===== config.mk =====
export PLATFORM = sky130hd
export DESIGN_NAME = poll_status_resp
export DESIGN_NICKNAME = d
export VERILOG_FILES = /design/src/rtl/poll_status_resp.sv
export SDC_FILE = /design/constraint.sdc
export NUM_CORES = 1
export LEC_CHECK = 0
export CORE_ASPECT_RATIO = 0.75
export CORE_UTILIZATION = 29
export CTS_CLUSTER_SIZE = 25
export DETAILED_ROUTE_END_ITERATION = 10
export GPL_ROUTABILITY_DRIVEN = 0
export PLACE_DENSITY = 0.82
export SLEW_MARGIN = 20
export SYNTH_ARGS = -nofsm -noshare
export SYNTH_HDL_FRONTEND = slang
export SYNTH_SLANG_ARGS = --single-unit

===== constraint.sdc =====
create_clock -name clk -period 1.4 [get_ports clk]
set_input_delay 0.28 -clock clk [delete_from_list [all_inputs] [get_ports clk]]
set_output_delay 0.28 -clock clk [all_outputs]
set_load 0.1 [all_outputs]

===== src/rtl/poll_status_resp.sv =====
module poll_status_resp #(
  parameter int ADDR_W     = 17,
  parameter int DATA_W     = 8,
  parameter int FLAG_BIT   = 7,
  parameter bit MATCH_ONLY = 1'b0
) (
  input  logic              clk,
  input  logic              rst_n,
  input  logic              cs_n,
  input  logic              oe_n,
  input  logic              we_n,
  input  logic [ADDR_W-1:0] rd_addr,
  input  logic              busy,
  input  logic              ld_stb,
  input  logic [ADDR_W-1:0] ld_addr,
  input  logic [DATA_W-1:0] ld_data,
  input  logic [DATA_W-1:0] arr_data,
  output logic [DATA_W-1:0] rd_data,
  output logic              rd_drive
);

  localparam logic [DATA_W-1:0] FLAG_MASK = DATA_W'(1) << FLAG_BIT;
  localparam logic [DATA_W-1:0] LOW_MASK  = FLAG_MASK - DATA_W'(1);

  logic [ADDR_W-1:0] last_addr;
  logic [DATA_W-1:0] last_data;

  wire rd_req   = !cs_n && !oe_n && we_n;
  wire addr_hit = !MATCH_ONLY || (rd_addr == last_addr);
  wire [DATA_W-1:0] poll_word = last_data ^ FLAG_MASK;
  wire [DATA_W-1:0] next_word = !rd_req             ? '0 :
                                (busy && addr_hit)  ? poll_word : arr_data;

  always_ff @(posedge clk) begin
    if (!rst_n) begin
      rd_drive  <= 1'b0;
      rd_data   <= '0;
      last_addr <= '0;
      last_data <= '0;
    end else begin
      rd_drive <= rd_req;
      rd_data  <= next_word;
      if (ld_stb) begin
        last_addr <= ld_addr;
        last_data <= ld_data;
      end
    end
  end

  AST_DRIVE_ON_READ: assert property (@(posedge clk) disable iff (!rst_n)
    (!cs_n && !oe_n && we_n) |=> rd_drive);

  AST_RELEASE_BUS: assert property (@(posedge clk) disable iff (!rst_n)
    (cs_n && oe_n) |=> (!rd_drive && rd_data == '0));

  AST_POLL_FLAG_INV: assert property (@(posedge clk) disable iff (!rst_n)
    (rd_req && busy && addr_hit && !ld_stb) |=>
      (rd_data[FLAG_BIT] != last_data[FLAG_BIT]));

  AST_POLL_LOW_BITS: assert property (@(posedge clk) disable iff (!rst_n)
    (rd_req && busy && addr_hit && !ld_stb) |=>
      ((rd_data & LOW_MASK) == (last_data & LOW_MASK)));

  AST_TRUE_DATA: assert property (@(posedge clk) disable iff (!rst_n)
    (rd_req && !busy) |=> (rd_data == $past(arr_data)));

  AST_LOAD_RECORD: assert property (@(posedge clk) disable iff (!rst_n)
    ld_stb |=> (last_data == $past(ld_data) && last_addr == $past(ld_addr)));

endmodule


# After elaboration in Yosys (flattened, before gate mapping)
# Cells that the tools add are included.
# word_totals
latchBits,0
word_cells,10
ff_bits,17
ram_bits,0
memories,0
rom_bits,0
# op_classes
add_sub_neg,0
shifts,0
mul,0
n_div,0
muxes,1
bitwise,1
eq_ne,0
order_cmp,0
n_reduce_logical,5
# op_table
op,count
8-bit two-way mux,1
1-bit logical AND,2
1-bit logical NOT,2
2-bit AND reduction,1
1-bit NOT,1

# Longest topological paths before layout
# logic_depth
ltp_word,4
ltp_mapped,3
ltp_nobuf,2

# Worst setup path after synthesis
# No wires, ideal clock.
# synth_path
kind,flip-flop to output port
from,register rd_data[0]
to,output port rd_data[0]
n_path_buf,0
stages_incl_launch_ff,1
slack_ns,0.211
arrival_ns,0.909
t_required_ns,1.120
path_cell_list,dfxtp_1
# synth_lines
element,line,source
start: declaration,18,"output logic [DATA_W-1:0] rd_data,"
start signal: assignment,42,rd_data <= next_word;
# No word-level cell between the ends.

# Worst setup path after layout
# layout_path
from,register rd_data[5]
to,output port rd_data[5]
# No word-level cell between the ends.

==> results.cfg <==
[die]
die_h_um = 42.3
start_util_pct = 31.1
num_io_pins = 66
rows = 14
coreArea_mm2 = 0.00201
die_area_mm2 = 0.00235
die_w_um = 55.7

[power_and_ir_drop]
p_leak_nw = 0.468
power_w = 0.000941
peakVddDrop_mv = 0.477
p_per_area_mw_per_mm2 = 857

[clock_tree]
numCtsBuffers = 3
clkLatencyLatePin_ns = 0.28
cts_buffer_depth = 2
cts-root-buf = clkbuf_4
cts_sinks = 17
htreeDepth = 1
hold_buffers = 0
clkTransAtPathRegs_ns = 0.10
tritoncts = yes
post_cts_buffers = 0
cts_resized = 0

[drt]
drc = 0
vias_per_cell = 4.11
wl_per_cell_um = 10.8
vias = 477
routed_wl_um = 1260
drtIter0Drc = 4
postRouteAntennaNets = 0
dr.pass1.iters = 4

[cells_and_area]
final-seq-area_um2 = 340
nNetsFinal = 150
multi_input_area_um2 = 259
final_area_mm2 = 0.00110
finalNonFillerCells = 116
fill_cells = 171
num_antenna_cells = 0
layout-area-overhead-vs-synth_pct = 75.2
drive_gt1_share_pct = 20.7

[job]
cap_violations = 0

[critical_path]
worstSetupPathType = flop to output port
arrival_ns = 0.83
crit_family = flip-flops
cp_cell_sequence = buf_12
regToRegStartpoint = last_data[5]
start_kind = flop
cp.buffers_inverters = 1
cp.required_ns = 1.12
cpPeakStageDelay_ns = 0.37
crit_path_top_delay_cell = dfxtp_1
setup.worst_path.start = rd_data[5]
end_kind = output port
path_max_fanout = 1

[grt]
grt_pass1_vias = 481
grt_antenna_before_repair = 0
grt_start_max_net_pins = 11
grt_pass1_wl_um = 2000
gr-usage-all-layers_pct = 11.2
grt_overflow_total = 0

[synthesis]
synth_area_leaders = dfxtp_1 (54%), mux2i_1 (24%), nor2b_1 (8.0%)
yosysSeqAreaShare_pct = 54.3
synth_most_common_cell = dfxtp_1
synthFlopType = dfxtp_1
synth-seq-cells = 17
syn_inst = 55
ys_async_sr_fraction_pct = 0
synth_top_area_share_pct = 54.3
synth_nets = 112
synth_top_area_cell = dfxtp_1
yosysWarningCount = 0
syn_area_um2 = 627
synth_edf_count = 0
syn-mean-instance-area_um2 = 11.4
ys_types = 11
ys_top_cells_by_count = dfxtp_1 (17), mux2i_1 (15), nor2b_1 (8)

[sta]
hold_viol = 0
setup_ws_ns = 0.287
fmaxAchievable_ghz = 0.898
final_max_slew_viol_count = 0
setup_tns_ns = 0
maxSlewHeadroom_pct = 87.0
worst_pin_slew_ns = 0.189
rsz0062_at_grt = no
fin_crit_ns = 1.11
skew_ns = 0.000749
setup_viol_count_final = 0
fin_crit_sh_pct = 79.5

[run_status]
status = finished clean

[placement]
pre_cts_slack_ns = 0.0488
port_buffers = 31
numPlacedInstances = 112
post_dp_cell_area_mm2 = 0.00107

[worst_hold_path]
min_path_type = flop to flop
hp-start = last_data[4]
through the flow:
step	util [%]	hold slack, ns
finish	54.5	0.515
global route	54.5	0.549
floorplan	-	0.408
global placement	53.2	0.493
detailed placement	53.2	0.499
CTS	54.5	0.521
kinds of logic after synthesis:
group / count (synthesis) / synth area share [%]
AO/OA/AOI/OAI: 1 / 1.40
AND/OR/NAND/NOR: 18 / 16.0
flip-flops: 17 / 54.3
buffers and inverters: 4 / 4.39
multiplexers: 15 / 24.0
final timing paths:
path | slack, ns | cells past startpoint | to
max | 0.29 | 1 | rd_data[5]
min | 0.52 | 2 | rd_data[4]
max reg2reg | 0.71 | 2 | last_data[5]
min reg2reg | 0.52 | 2 | rd_data[4]
cell usage in the layout (no fill, tap or decap), drive strengths merged:
cell type       n
a21oi           1
dfxtp          17
inv             1
clkinv          1
nand4bb         1
nand2b          2
nor2            7
buf            14
mux2i          15
clkdlybuf4s50  22
clkbuf          3
nor2b           8
routing by layer:
metal / vias up / share of wire (%) / wire length (um) / track usage, %
li1: 255 / - / - / -
met1: 205 / 45 / 559 / 11.9
met2: 17 / 51 / 642 / 21.9
met3: 0 / 4.3 / 54 / 0.926
met4: 0 / 0 / 0 / 6.00
met5: - / 0 / 0 / 0
tightest hold or removal path, stage by stage (launching register included):
cell     delay, ns
dfxtp_1       0.34
mux2i_1       0.07
nor2_1        0.07
power by group:
part | switching [W] | total, W | internal [W]
clock network | 0.000144 | 0.000250 | 0.000106
registers | 0.0000112 | 0.000512 | 0.000501
logic | 0.0000723 | 0.000179 | 0.000107
total | 0.000227 | 0.000941 | 0.000714
state kept, by name, indices dropped and copies added (netlist names):
signal and count:
rd_drive 1, last_data 8, rd_data 8
cell type report:
type	instances	share of cell area (%)
Multi-Input combinational cell	34	23.6
Sequential cell	17	31.0
Tap cell	24	2.73
Clock buffer	3	2.05
Clock inverter	1	0.456
Timing Repair Buffer	36	39.9
Inverter	1	0.342
Power figures use the tool's default switching activity.
